### src/rtl/clkalign_pkg.sv
package clkalign_pkg;

  // Level the output clock rests at while held.
  function automatic logic park_level(input logic ddr, input logic inv);
    return ddr ^ inv;
  endfunction

  // The longer restart wait applies only to demux DDR at zero phase.
  function automatic logic needs_long_wait(input logic ddr, input logic demux, input logic inv);
    return demux & ddr & ~inv;
  endfunction

  // Low phase-counter bits that must be zero for a period start.
  function automatic logic [1:0] phase_mask(input logic ddr, input logic demux);
    if (!demux) return 2'b00;
    return ddr ? 2'b11 : 2'b01;
  endfunction

endpackage

### src/rtl/release_capture.sv
module release_capture (
  input  logic smp_clk,
  input  logic rst_go,
  output logic pending
);
  logic pend_q = 1'b0;

  // Set at once by the gated reset, cleared only on a falling edge.
  always_ff @(negedge smp_clk or posedge rst_go) begin
    if (rst_go) pend_q <= 1'b1;
    else        pend_q <= 1'b0;
  end

  assign pending = pend_q;
endmodule

### src/rtl/restart_timer.sv
module restart_timer #(
  parameter int DLY_LONG  = 5,
  parameter int DLY_SHORT = 4
) (
  input  logic smp_clk,
  input  logic rst_go,
  input  logic pending,
  input  logic long_sel,
  output logic running
);
  localparam int HW = $clog2(DLY_LONG + 1);
  localparam logic [HW-1:0] LIM_L = HW'(DLY_LONG);
  localparam logic [HW-1:0] LIM_S = HW'(DLY_SHORT);

  logic [HW-1:0] hold_q = '0;
  logic [HW-1:0] limit;

  assign limit = long_sel ? LIM_L : LIM_S;

  always_ff @(posedge smp_clk or posedge rst_go) begin
    if (rst_go)                       hold_q <= '0;
    else if (!pending && hold_q < LIM_L) hold_q <= hold_q + 1'b1;
  end

  assign running = (hold_q >= limit);

  AST_RESTART_WAIT: assert property (@(posedge smp_clk) disable iff (rst_go)
    $rose(running) |-> !$past(pending, 4)) else $error("restart before wait");
endmodule

### src/rtl/phase_divider.sv
module phase_divider
  import clkalign_pkg::*;
#(
  parameter int CNT_W       = 2,
  parameter int POWERUP_CNT = 0
) (
  input  logic smp_clk,
  input  logic rst_go,
  input  logic running,
  input  logic gated,
  input  logic mode_ddr,
  input  logic mode_demux,
  input  logic edge_sel,
  output logic dclk,
  output logic strobe
);
  logic [CNT_W-1:0] cnt_q = CNT_W'(POWERUP_CNT);
  logic             phase_bit;
  logic [1:0]       mask;
  logic             park;

  always_ff @(posedge smp_clk or posedge rst_go) begin
    if (rst_go)       cnt_q <= '0;
    else if (running) cnt_q <= cnt_q + 1'b1;
  end

  assign phase_bit = mode_ddr ? cnt_q[1] : cnt_q[0];
  assign mask      = phase_mask(mode_ddr, mode_demux);
  assign park      = park_level(mode_ddr, edge_sel);

  always_comb begin
    if (!running || gated) dclk = park;
    else if (mode_demux)   dclk = phase_bit ^ edge_sel;
    else                   dclk = smp_clk ^ edge_sel;
  end

  assign strobe = running & ~gated & ((cnt_q[1:0] & mask) == 2'b00);
endmodule

### src/rtl/cal_err_flag.sv
module cal_err_flag (
  input  logic smp_clk,
  input  logic align_rst,
  input  logic cal_busy,
  input  logic err_clr,
  output logic cal_err
);
  logic err_q = 1'b0;

  always_ff @(posedge smp_clk) begin
    err_q <= (err_q & ~err_clr) | (align_rst & cal_busy);
  end

  assign cal_err = err_q;

  AST_ERR_STICKY: assert property (@(posedge smp_clk) disable iff (err_clr)
    cal_err |=> cal_err) else $error("error flag dropped");
endmodule

### src/rtl/clock_align_sync.sv
module clock_align_sync
  import clkalign_pkg::*;
#(
  parameter int CNT_W       = 2,
  parameter int POWERUP_CNT = 0,
  parameter int DLY_LONG    = 5,
  parameter int DLY_SHORT   = 4
) (
  input  logic smp_clk,
  input  logic align_rst,
  input  logic mode_ddr,
  input  logic mode_demux,
  input  logic edge_sel,
  input  logic cal_busy,
  input  logic keep_running,
  input  logic err_clr,
  output logic dclk_out,
  output logic word_valid,
  output logic cal_err
);
  logic rst_go;
  logic pending;
  logic running;
  logic gated;
  logic long_sel;

  // Reset is honoured only outside calibration.
  assign rst_go   = align_rst & ~cal_busy;
  assign gated    = cal_busy & ~keep_running;
  assign long_sel = needs_long_wait(mode_ddr, mode_demux, edge_sel);

  release_capture u_rel (
    .smp_clk (smp_clk),
    .rst_go  (rst_go),
    .pending (pending)
  );

  restart_timer #(.DLY_LONG(DLY_LONG), .DLY_SHORT(DLY_SHORT)) u_tmr (
    .smp_clk  (smp_clk),
    .rst_go   (rst_go),
    .pending  (pending),
    .long_sel (long_sel),
    .running  (running)
  );

  phase_divider #(.CNT_W(CNT_W), .POWERUP_CNT(POWERUP_CNT)) u_div (
    .smp_clk    (smp_clk),
    .rst_go     (rst_go),
    .running    (running),
    .gated      (gated),
    .mode_ddr   (mode_ddr),
    .mode_demux (mode_demux),
    .edge_sel   (edge_sel),
    .dclk       (dclk_out),
    .strobe     (word_valid)
  );

  cal_err_flag u_err (
    .smp_clk   (smp_clk),
    .align_rst (align_rst),
    .cal_busy  (cal_busy),
    .err_clr   (err_clr),
    .cal_err   (cal_err)
  );

  AST_PARK_IN_RESET: assert property (@(posedge smp_clk) disable iff (!align_rst)
    rst_go |-> (dclk_out == park_level(mode_ddr, edge_sel)) && !word_valid)
    else $error("not parked in reset");

  AST_CAL_PARK: assert property (@(posedge smp_clk) disable iff (rst_go)
    gated |-> (dclk_out == park_level(mode_ddr, edge_sel)) && !word_valid)
    else $error("not parked in calibration");

  AST_STROBE_SPACING: assert property (@(posedge smp_clk) disable iff (rst_go)
    (word_valid && mode_demux) |=> (!word_valid || !mode_demux))
    else $error("strobe twice in a row");

  AST_IGNORE_IN_CAL: assert property (@(posedge smp_clk) disable iff (!cal_busy)
    running |=> running || !$stable({mode_ddr, mode_demux, edge_sel}))
    else $error("clock stopped during calibration");
endmodule

### config.mk
export PLATFORM = sky130hd
export DESIGN_NAME = clock_align_sync
export DESIGN_NICKNAME = d
export VERILOG_FILES = /design/src/rtl/clkalign_pkg.sv /design/src/rtl/release_capture.sv /design/src/rtl/restart_timer.sv /design/src/rtl/phase_divider.sv /design/src/rtl/cal_err_flag.sv /design/src/rtl/clock_align_sync.sv
export SDC_FILE = /design/constraint.sdc
export NUM_CORES = 1
export LEC_CHECK = 0
export BUFFER_PORTS_ARGS = -buffer_cell sky130_fd_sc_hd__clkbuf_2
export CAP_MARGIN = 40
export CORE_AREA = 2 2 39 41
export CTS_CLUSTER_SIZE = 30
export DETAILED_ROUTE_END_ITERATION = 6
export DIE_AREA = 0 0 41 43
export HOLD_SLACK_MARGIN = 0.12
export PLACE_DENSITY = 0.5
export SETUP_SLACK_MARGIN = 0.1
export SYNTH_ARGS = -nofsm -noshare
export SYNTH_HDL_FRONTEND = slang
export SYNTH_SLANG_ARGS = --single-unit
export TNS_END_PERCENT = 20
### constraint.sdc
create_clock -name smp_clk -period 4.65 [get_ports smp_clk]
set_input_delay 0.2325 -clock smp_clk [delete_from_list [all_inputs] [get_ports smp_clk]]
set_output_delay 0.2325 -clock smp_clk [all_outputs]
set_load 0.03 [all_outputs]
---- After elaboration in Yosys (flattened, before gate mapping) ----
Cells that the tools add are included.
Widths: inputs -> output; s select.
cells by class
  reductions and logical operators ........ 5
  div/mod/pow operators ................... 0
  bitwise operators ....................... 18
  multipliers ............................. 0
  equality and inequality tests ........... 0
  add/subtract/negate cells ............... 2
  mux-type cells .......................... 6
  $lt $le $gt $ge ......................... 2
  shifts and indexed selects .............. 0
operators by type and width
  kind                 count
  $and 1x1->1          8
  $not 1->1            5
  $mux 1               4
  $mux 2               2
  $add 3x1->3 const B  1
  $ge 3x3->1           1
  $lt 3x3->1 const B   1
  $xor 1x1->1          3
  $add 2x1->2 const B  1
  $and 2x2->2          1
  $logic_not 1->1      2
  $logic_not 2->1      1
  $logic_and 1x1->1    1
  $logic_or 1x1->1     1
  $or 1x1->1           1
storage, ports and cells
  word-level logic and storage cells ...... 37
  output and inout port bits .............. 3
  input port bits ......................... 8
  memory bits (read-only) ................. 0
  bits in registers ....................... 7
  memory bits (writable) .................. 0
  memories ................................ 0
  latch bits .............................. 0

---- Depth between registers and ports, before layout ----
  depth after elaboration ................. 7
  gate-level depth with buffers ........... 7
  depth with buffers taken out ............ 7

---- By module ----
A second synthesis with hierarchy kept.
unflattened totals
  cell total of the unflattened synthesis .. 44
  area, all modules ....................... 410.4 um^2
modules (own cells, without submodules)
  module            seq. area each (um^2)  cells an instance  area each (um^2)  instances
  restart_timer     75.1                   18                 188.9             1
  phase_divider     50.0                   15                 126.4             1
  release_capture   26.3                   4                  37.5              1
  cal_err_flag      20.0                   4                  36.3              1
  clock_align_sync  0.0                    3                  21.3              1

==> impl_metrics.ini <==
[outcome]
outcome = complete, no violations

[sta]
final_max_slew_viol_count = 0
setup_violations = 0
grt_setup_unrepaired = no
clock_skew_ns = 0.06285
hold_viol_final = 0
timing.setup.tns_ns = 0

[logic_synthesis]
syn_avg_cell_area_um2 = 9.009
yosysSeqAreaShare = 0.4228
syn_area_um2 = 405.4
syn-num-nets = 55
synth_cell_types = 20
synth_seq_cells = 7
ys_warn_count = 0
syn_inst = 45

[worst_setup_path]
crit_fanout = 2
rrSetupSlack_ns = 1.35
path_buf_inv = 3
path_common_cell = clkbuf_4
path_cells = clkbuf_4, clkbuf_4, nor2_1, a21oi_1, mux2i_1, xnor2_1, clkbuf_2
rr_worst_depth = 3
max_stage_delay_ns = 0.22
end_kind = output port
critical_path_class = clock port to output port
crit_family = buffers and inverters
cp.required_ns = 4.42
cp_data_arrival_time_ns = 3.20
cp_slowest_cell = clkbuf_2
startpoint_type = clock port
reg2reg_from = u_rel.pending
crit-reg2reg-capture = u_tmr.hold_q[2]

[power_and_ir_drop]
totalPowerFinal_mw = 0.3187
powerDensity_nw_per_um2 = 572.3
p_leak_nw = 0.2887
irDropWorstVdd_v = 0.0002344

[place]
post-dp-hpwl_um = 495.7
gp_congestion = 0.6871
port_buffers = 10

[die]
die_area_um2 = 1763
die_y_um = 43
core_um2 = 1384
io_pins = 11
die_w_um = 41
initial_core_util = 0.2929
num_rows = 14

[cts]
clk_pin_slew_ns = 0.05
post_cts_resized = 0
cts_setup_buffers = 0
clk-insertion-delay-late_ns = 0.43
cts_tree = yes

[grt]
grt_use_total = 0.1203
grt_pass1_vias = 361
grt_pass1_wl_um = 1311
grt_antenna_before_repair = 0
grt-ovfl-total = 0
grt_max_degree = 10

[drt]
ant_nets = 0
first_iter_violations = 8
drc = 0
routed-via-count = 377
wire_per_inst_um = 9.494
via_per_inst = 4.654
first_pass_iters = 5
drt_wl_total_um = 769

[layout]
final_common_cell = clkbuf_2
syn_to_final_growth_pct = 37.35
final_cell_mix = clkbuf_2 (10), a21oi_1 (6), clkbuf_4 (6)
antenna_cells = 0
drive_above_1_share = 0.3077
design.final.nets = 76

[min_path]
holdPathEnd = u_err.cal_err
hp-class = flop to flop
whs_path_depth = 2
hold_start = u_err.cal_err

[job]
maxCapViolations = 0
[cell usage after synthesis]
master    instances  area, um^2
a21o_1            1       7.510
a21oi_1           6       30.03
buf_4             1       7.510
conb_1            1       3.750
dfrtp_1           5       125.1
dfstp_2           1       26.28
dfxtp_1           1       20.02
ha_1              2       25.02
inv_1             4       15.01
mux2i_1           2       20.02
nand2_1           5       18.77
nand2b_1          1       6.260
nand2b_2          1       8.760
nand3_1           2       10.01
nand3_2           1       10.01
nor2_1            4       15.01
nor4b_1           1       8.760
o21ai_0           2       10.01
or3b_4            1       11.26
xnor2_1           3       26.28
[worst reg2reg max path: stages (launching register included)]
cell and delay, ns:
dfstp_2 0.55, inv_1 0.06, a21oi_1 0.13, a21oi_1 0.05
[routing by layer]
layer  vias to the layer above  routed length [um]  part of all wire  global-route usage
met4                         0                  11             0.014             0.09333
met1                       171                 339              0.44              0.1349
met2                        16                 338              0.44              0.1375
met3                         2                  80              0.10              0.1047
met5                         -                   0                 0                   0
li1                        188                   -                 -                   -
[final cells by class]
class	instances	area [um^2]
inverters	3	11.26
clock buffers	7	50.05
fillers	144	827.0
clock inverters	2	7.507
repair buffers	13	85.08
multi-input cells	33	211.5
well taps	16	20.02
flip-flops and latches	7	171.4
[how the worst max path moves through the flow]
| stage | from | endpoint | cells after the start |
|---|---|---|---|
| after floorplan | u_rel.pending | u_tmr.hold_q[2] | 3 |
| after global placement | u_rel.pending | u_tmr.hold_q[2] | 3 |
| after detailed placement | u_rel.pending | u_tmr.hold_q[2] | 3 |
| after CTS | smp_clk | dclk_out | 7 |
| after global routing | smp_clk | dclk_out | 7 |
| final | smp_clk | dclk_out | 7 |
[timing repair]
item | CTS | global route
endpoints found under the setup margin | 0 | 0
hold endpoints to repair | 6 | 0
hold buffers | 4 | 0
[cell families (layout without fill, tap and decap cells)]
group                    Yosys count  after routing  synth area share
XOR/XNOR                           3              3           0.06483
adder cells (fa/ha/maj)            2              2           0.06172
other                              1              1          0.009250
AO/OA/AOI/OAI                      9              9            0.1173
flip-flops                         7              7            0.4229
multiplexers                       2              2           0.04938
buffers and inverters              5             25           0.05555
AND/OR/NAND/NOR                   16             16            0.2191
[flip-flops by register name, indices dropped and copies added, names as in the netlist]
name	cells
u_div.cnt_q	2
u_err.cal_err	1
u_tmr.hold_q	3
u_rel.pending	1
[report_power, final]
group	switching, mW	total, mW	internal, mW
Clock	0.0530	0.125	0.0723
Combinational	0.0412	0.0836	0.0425
Sequential	0.0268	0.110	0.0829
[metrics by stage]
stage / utilization / area, um^2 / cells / setup slack [ns] / hold slack (ns)
5_1_grt: 0.4024 / 556.8 / 81 / 1.127 / 0.5242
3_5_place_dp: 0.3382 / 467.9 / 70 / 1.408 / 0.1923
2_1_floorplan: - / 405.4 / 45 / 1.450 / 0.04581
3_3_place_gp: 0.3382 / 467.9 / 70 / 1.425 / 0.1900
6_report: 0.4024 / 556.8 / 81 / 1.221 / 0.4640
4_1_cts: 0.4024 / 556.8 / 81 / 1.190 / 0.4755
Note: power is estimated with default switching activity, not from simulation.
